==> src/rtl/spi_cmd_pkg.sv <==
package spi_cmd_pkg;

    localparam int WORD_W  = 16;
    localparam int BYTE_W  = 8;
    localparam int SEL_W   = 8;
    localparam int DIV_W   = 8;

    localparam logic [3:0] OP_XFER = 4'd0;
    localparam logic [3:0] OP_SEL  = 4'd1;
    localparam logic [3:0] OP_SET  = 4'd2;
    localparam logic [3:0] OP_MISC = 4'd3;

    localparam logic [3:0] SET_DIV  = 4'd0;
    localparam logic [3:0] SET_MODE = 4'd1;

    localparam logic [3:0] MISC_MARK  = 4'd0;
    localparam logic [3:0] MISC_SLEEP = 4'd1;

    typedef struct packed {
        logic [3:0]        op;
        logic [3:0]        a1;
        logic [BYTE_W-1:0] a2;
    } insn_t;

    typedef struct packed {
        logic one_line;
        logic idle_hi;
        logic late_smp;
    } mode_t;

    typedef enum logic [2:0] {
        ST_FETCH,
        ST_SELDLY,
        ST_SLEEP,
        ST_XWAIT,
        ST_XRUN
    } state_e;

    function automatic insn_t split_word(input logic [WORD_W-1:0] w);
        return insn_t'(w);
    endfunction

    function automatic mode_t to_mode(input logic [2:0] bits);
        return mode_t'(bits);
    endfunction

endpackage

==> src/rtl/spi_tick_gen.sv <==
module spi_tick_gen #(
    parameter int DIV_W = 8
) (
    input  logic             clk,
    input  logic             rst,
    input  logic             en,
    input  logic [DIV_W-1:0] div,
    output logic             tick
);

    logic [DIV_W-1:0] cnt;

    assign tick = en && (cnt == div);

    always_ff @(posedge clk) begin
        if (rst || !en) begin
            cnt <= '0;
        end else if (tick) begin
            cnt <= '0;
        end else begin
            cnt <= cnt + DIV_W'(1);
        end
    end

    AST_TICK_IN_RANGE: assert property (@(posedge clk) disable iff (rst)
        en |-> cnt <= div);

endmodule

==> src/rtl/spi_shifter.sv <==
module spi_shifter #(
    parameter int BYTE_W = 8
) (
    input  logic              clk,
    input  logic              rst,
    input  logic              start,
    input  logic [BYTE_W-1:0] tx_byte,
    input  logic              late_smp,
    input  logic              idle_hi,
    input  logic              tick,
    input  logic              miso,
    output logic              done,
    output logic [BYTE_W-1:0] rx_byte,
    output logic              sclk,
    output logic              mosi
);

    localparam int EDGES = 2 * BYTE_W;
    localparam int EW    = $clog2(EDGES + 1);

    logic              busy;
    logic              ph;
    logic [EW-1:0]     edge_n;
    logic [BYTE_W-1:0] txs;
    logic [BYTE_W-1:0] rxs;
    logic              mosi_q;
    logic              lead;
    logic              smp;
    logic              last;

    assign lead = !edge_n[0];
    assign smp  = late_smp ? !lead : lead;
    assign last = (edge_n == EW'(EDGES - 1));
    assign done = busy && tick && last;

    assign rx_byte = smp ? {rxs[BYTE_W-2:0], miso} : rxs;
    assign sclk    = idle_hi ^ ph;
    assign mosi    = mosi_q;

    always_ff @(posedge clk) begin
        if (rst) begin
            busy   <= 1'b0;
            ph     <= 1'b0;
            edge_n <= '0;
            txs    <= '0;
            rxs    <= '0;
            mosi_q <= 1'b0;
        end else if (start) begin
            busy   <= 1'b1;
            ph     <= 1'b0;
            edge_n <= '0;
            if (!late_smp) begin
                mosi_q <= tx_byte[BYTE_W-1];
                txs    <= tx_byte << 1;
            end else begin
                txs    <= tx_byte;
            end
        end else if (busy && tick) begin
            ph     <= ~ph;
            edge_n <= edge_n + EW'(1);
            if (smp) begin
                rxs <= {rxs[BYTE_W-2:0], miso};
            end else if (!last) begin
                mosi_q <= txs[BYTE_W-1];
                txs    <= txs << 1;
            end
            if (last) begin
                busy   <= 1'b0;
                edge_n <= '0;
            end
        end
    end

    AST_IDLE_LEVEL: assert property (@(posedge clk) disable iff (rst)
        !busy |-> sclk == idle_hi);

endmodule

==> src/rtl/spi_cmd_engine.sv <==
module spi_cmd_engine
    import spi_cmd_pkg::*;
#(
    parameter int DLY_W = 10
) (
    input  logic              clk,
    input  logic              rst,
    input  logic              cmd_valid,
    output logic              cmd_ready,
    input  logic [WORD_W-1:0] cmd_data,
    input  logic              tx_valid,
    output logic              tx_ready,
    input  logic [BYTE_W-1:0] tx_data,
    output logic              rx_valid,
    input  logic              rx_ready,
    output logic [BYTE_W-1:0] rx_data,
    output logic              sync_valid,
    output logic [BYTE_W-1:0] sync_id,
    output logic              sclk,
    output logic              mosi,
    output logic              mosi_oe,
    input  logic              miso,
    output logic [SEL_W-1:0]  cs_n
);

    state_e            st;
    insn_t             ins;
    mode_t             mode;
    logic [DIV_W-1:0]  div;
    logic [DLY_W-1:0]  dly;
    logic [BYTE_W-1:0] xf_left;
    logic              xf_wr;
    logic              xf_rd;
    logic              cmd_fire;
    logic              can_start;
    logic              sh_start;
    logic              sh_done;
    logic [BYTE_W-1:0] sh_rx;
    logic              tick;
    logic              tick_en;

    assign ins       = split_word(cmd_data);
    assign cmd_ready = (st == ST_FETCH) && !rx_valid;
    assign cmd_fire  = cmd_valid && cmd_ready;

    assign can_start = (!xf_wr || tx_valid) && !(xf_rd && rx_valid);
    assign sh_start  = (st == ST_XWAIT) && can_start;
    assign tx_ready  = (st == ST_XWAIT) && xf_wr && !(xf_rd && rx_valid);
    assign tick_en   = (st == ST_SELDLY) || (st == ST_SLEEP) || (st == ST_XRUN);
    assign mosi_oe   = !(mode.one_line && !xf_wr &&
                         ((st == ST_XWAIT) || (st == ST_XRUN)));

    spi_tick_gen #(.DIV_W(DIV_W)) u_tick (
        .clk  (clk),
        .rst  (rst),
        .en   (tick_en),
        .div  (div),
        .tick (tick)
    );

    spi_shifter #(.BYTE_W(BYTE_W)) u_shift (
        .clk      (clk),
        .rst      (rst),
        .start    (sh_start),
        .tx_byte  (xf_wr ? tx_data : '0),
        .late_smp (mode.late_smp),
        .idle_hi  (mode.idle_hi),
        .tick     (tick),
        .miso     (miso),
        .done     (sh_done),
        .rx_byte  (sh_rx),
        .sclk     (sclk),
        .mosi     (mosi)
    );

    always_ff @(posedge clk) begin
        if (rst) begin
            st         <= ST_FETCH;
            cs_n       <= '1;
            div        <= '0;
            mode       <= '0;
            dly        <= '0;
            xf_left    <= '0;
            xf_wr      <= 1'b0;
            xf_rd      <= 1'b0;
            sync_valid <= 1'b0;
            sync_id    <= '0;
            rx_valid   <= 1'b0;
            rx_data    <= '0;
        end else begin
            sync_valid <= 1'b0;
            if (rx_valid && rx_ready) begin
                rx_valid <= 1'b0;
            end
            case (st)
                ST_FETCH: begin
                    if (cmd_fire) begin
                        case (ins.op)
                            OP_XFER: begin
                                xf_wr   <= ins.a1[0];
                                xf_rd   <= ins.a1[1];
                                xf_left <= ins.a2;
                                st      <= ST_XWAIT;
                            end
                            OP_SEL: begin
                                cs_n <= ins.a2;
                                if (ins.a1 != '0) begin
                                    dly <= DLY_W'({ins.a1, 1'b0}) - DLY_W'(1);
                                    st  <= ST_SELDLY;
                                end
                            end
                            OP_SET: begin
                                if (ins.a1 == SET_DIV) begin
                                    div <= ins.a2;
                                end else if (ins.a1 == SET_MODE) begin
                                    mode <= to_mode(ins.a2[2:0]);
                                end
                            end
                            OP_MISC: begin
                                if (ins.a1 == MISC_MARK) begin
                                    sync_valid <= 1'b1;
                                    sync_id    <= ins.a2;
                                end else if (ins.a1 == MISC_SLEEP) begin
                                    dly <= DLY_W'({ins.a2, 1'b1});
                                    st  <= ST_SLEEP;
                                end
                            end
                            default: begin
                            end
                        endcase
                    end
                end
                ST_SELDLY, ST_SLEEP: begin
                    if (tick) begin
                        if (dly == '0) begin
                            st <= ST_FETCH;
                        end else begin
                            dly <= dly - DLY_W'(1);
                        end
                    end
                end
                ST_XWAIT: begin
                    if (can_start) begin
                        st <= ST_XRUN;
                    end
                end
                ST_XRUN: begin
                    if (sh_done) begin
                        if (xf_rd) begin
                            rx_valid <= 1'b1;
                            rx_data  <= sh_rx;
                        end
                        if (xf_left == '0) begin
                            st <= ST_FETCH;
                        end else begin
                            xf_left <= xf_left - BYTE_W'(1);
                            st      <= ST_XWAIT;
                        end
                    end
                end
                default: st <= ST_FETCH;
            endcase
        end
    end

    AST_SEL_BY_CMD_ONLY: assert property (@(posedge clk) disable iff (rst)
        !$stable(cs_n) |-> $past(cmd_fire && ins.op == OP_SEL));
    AST_IDLE_CLK_LEVEL: assert property (@(posedge clk) disable iff (rst)
        st == ST_FETCH |-> sclk == mode.idle_hi);
    AST_NO_CLK_WHILE_WAIT: assert property (@(posedge clk) disable iff (rst)
        st == ST_XWAIT |=> $stable(sclk));
    AST_RX_HELD: assert property (@(posedge clk) disable iff (rst)
        rx_valid && !rx_ready |=> rx_valid && $stable(rx_data));
    AST_MARK_SOURCE: assert property (@(posedge clk) disable iff (rst)
        sync_valid |-> $past(cmd_fire && ins.op == OP_MISC && ins.a1 == MISC_MARK));

endmodule

==> config.mk <==
export PLATFORM = sky130hd
export DESIGN_NAME = spi_cmd_engine
export DESIGN_NICKNAME = d
export VERILOG_FILES = /design/src/rtl/spi_cmd_pkg.sv /design/src/rtl/spi_tick_gen.sv /design/src/rtl/spi_shifter.sv /design/src/rtl/spi_cmd_engine.sv
export SDC_FILE = /design/constraint.sdc
export NUM_CORES = 1
export LEC_CHECK = 0
export BUFFER_PORTS_ARGS = -buffer_cell sky130_fd_sc_hd__clkbuf_2
export CORE_ASPECT_RATIO = 0.6
export CORE_UTILIZATION = 52
export CTS_CLUSTER_DIAMETER = 200
export DETAILED_ROUTE_END_ITERATION = 10
export PLACE_DENSITY_LB_ADDON = 0.08
export SYNTH_ARGS = -nofsm -noshare
export SYNTH_HDL_FRONTEND = slang
export SYNTH_SLANG_ARGS = --single-unit
==> constraint.sdc <==
create_clock -name clk -period 2.45 [get_ports clk]
set_input_delay 0.3675 -clock clk [delete_from_list [all_inputs] [get_ports clk]]
set_output_delay 0.3675 -clock clk [all_outputs]
set_load 0.1 [all_outputs]
==> reports/metrics.yaml <==
drtAntennaViolNets: 0
cts.sinks: 92
rsz0062_at_grt: "no"
drive_above_1_share: 0.207
arrival_ns: 2.55
ioPinCount: 61
worst_pin_slew_ns: 0.689
vias_per_cell: 5.67
setup-violations-final: 0
place.gp.congestion: 0.878
cts_htree_levels: 3
required_ns: 2.69
top_layer_used: "met4"
worst_setup_path_start_kind: "flip-flop"
cts_buffer_depth: 2
grt_pass1_wl_um: 19200
layout_common_cells: "dfxtp_1 (91), nor2_1 (67), nand2_1 (60)"
drt_iter0_drc: 310
design_area_um2: 5530
coreArea_um2: 8620
crit_path_max_fanout: 3
die_y_um: 75.6
grt_usage: 0.266
first_pass_iters: 5
rows: 26
placed_cells: 732
cap_violations: 0
cts_made_buffers: 9
synth_edf_count: 0
nets: 671
p_per_area_nw_per_um2: 892
outcome: "finished clean"
relSlewSlack: 0.541
syn_avg_cell_area_um2: 8.29
hold_violations: 0
crit_type: "flip-flop to flip-flop"
grt_start_max_net_pins: 43
synth_area_um2: 4690
slowest_delay_ns: 0.46
post-place-ws_ns: 0.0219
max_freq_mhz: 433
final_common_cell: "dfxtp_1"
leakagePower_nw: 2.23
wl_per_cell_um: 16.4
antenna_found_initial: 0
wl_met2_um: 5230
synth_fp_nets: 605
synthCells: 566
wl_met3_um: 967
final_max_slew_viol_count: 0
fin_crit_sh: 0.943
dpl.hpwl_um: 8780
synthArstFlopShare: 0
area_delta_synth_final_pct: 17.8
hold-worst-slack_ns: 0.273
clock_skew_ns: 0.00615
floorplan.initialDensity: 0.544
worstSetupEndpointType: "flip-flop"
ys.warnings.count: 0
clk_pin_slew_ns: 0.07
worstPathCellList: "inv_2 > ha_1 > or4b_4 > nor3_2 > buf_4 > o22a_1 > o211ai_1 > nor3b_2 > mux2_2"
cpMaxStageDelayCell: "or4b_4"
cts_tree: "done"
hold_path_class: "input port to flip-flop"
ys_seq_area_frac: 0.392
num_vias: 4250
grt_pass1_vias: 3727
layout_min_cycle_time_ns: 2.31
synthDistinctLibCells: 64
fin_cells: 749
port_buffers: 60
die_area_um2: 9420
peakVddDrop_v: 0.000381
diodes: 0
grt_overflow: 0
wl_um: 12300
post-route-util: 0.641
drc: 0
layout_setup_ws_ns: 0.140
clkLatencyLatePin_ns: 0.35
met1_length_um: 5940
ys_ff_latch: 92
placed_area_um2: 5230
root_buffer: "clkbuf_16"
ys.flop_type: "dfxtp_1"
die-width_um: 125
[metal layers]
layer | global-route usage | vias up
met1 | 0.378 | 1961
met5 | 0 | -
met2 | 0.397 | 148
li1 | - | 2126
met4 | 0.0924 | 0
met3 | 0.0653 | 15
[worst max-delay path: cells and delay by family (launching register included)]
kind	cells	cell delay (ns)
and+or+nand+nor	3	0.89
adders and majority gates	1	0.15
AOI/OAI and AO/OA	2	0.25
muxes	1	0.36
DFF	1	0.33
buffers and inverters	2	0.22
[layout make-up]
cell class | count | area, um2
Fill cell | 731 | 3090
Multi-Input combinational cell | 424 | 2660
Sequential cell | 92 | 1840
Timing Repair Buffer | 90 | 551
Clock buffer | 10 | 229
Tap cell | 112 | 140
Inverter | 15 | 56.3
Clock inverter | 6 | 48.8
[power by group]
part / switching, mW / leakage (nW) / internal, mW
Combinational: 1.10 / 1.35 / 0.776
Clock: 0.615 / 0.131 / 0.699
Sequential: 0.132 / 0.744 / 1.61
Total: 1.84 / 2.23 / 3.09
[final timing paths]
| kind | from | to | cells past startpoint | slack, ns |
|---|---|---|---|---|
| hold / removal | miso | u_shift.rxs[0] | 3 | 0.27 |
| setup reg to reg | dly[1] | st[1] | 9 | 0.14 |
| setup / recovery | dly[1] | st[1] | 9 | 0.14 |
| hold reg to reg | sync_id[7] | sync_id[7] | 2 | 0.45 |
[cell usage after synthesis (4+ instances only)]
cell type	number	area [um2]
nor3b_1	6	45.0
nor3_1	20	100
nor2_1	69	259
a211oi_1	19	143
nand2_1	60	225
mux2i_1	35	350
xnor2_1	4	35.0
nand3b_1	10	75.1
and3_1	5	31.3
clkbuf_1	21	78.8
buf_2	9	45.0
o211ai_1	5	37.5
o21ai_0	18	90.1
nor4_1	5	31.3
inv_1	14	52.6
dfxtp_1	92	1840
or3_1	6	37.5
ha_1	9	113
a21o_1	5	37.5
xor2_1	18	158
a21oi_1	53	265
nand2b_1	4	25.0
nand3_1	18	90.1
nor2b_1	5	31.3
[repair_timing]
item / 4_1_cts / 5_1_grt
hold buffers: 0 / 0
setup endpoints to repair: 0 / 3
gates resized for setup: 0 / 7
buffers inserted: 0 / 1
hold endpoints to repair: 0 / 0
[per-stage QoR]
step / setup TNS (ns) / power, mW
2_1_floorplan: -0.0117 / 3.00
3_3_place_gp: 0 / 3.47
3_5_place_dp: 0 / 3.51
4_1_cts: 0 / 4.83
5_1_grt: 0 / 5.17
6_report: 0 / 4.93
[registers in the layout (all words and copies together), names as in the netlist, 3 cells and up]
name,count
dly,10
cs_n,8
div,8
rx_data,8
sync_id,8
u_shift.rxs,8
u_shift.txs,8
u_tick.cnt,8
xf_left,8
u_shift.edge_n,5
mode,3
st,3
[cells by family (layout without fill, tap and decap cells)]
logic type | after synthesis | after routing | synth area share
simple gates | 232 | 232 | 0.247
compound gates | 124 | 124 | 0.171
flops | 92 | 92 | 0.392
buf+inv | 50 | 121 | 0.0448
mux | 37 | 37 | 0.0794
xor+xnor | 22 | 22 | 0.0411
fa+ha+maj | 9 | 9 | 0.0240
Note: power is estimated with default switching activity, not from simulation.
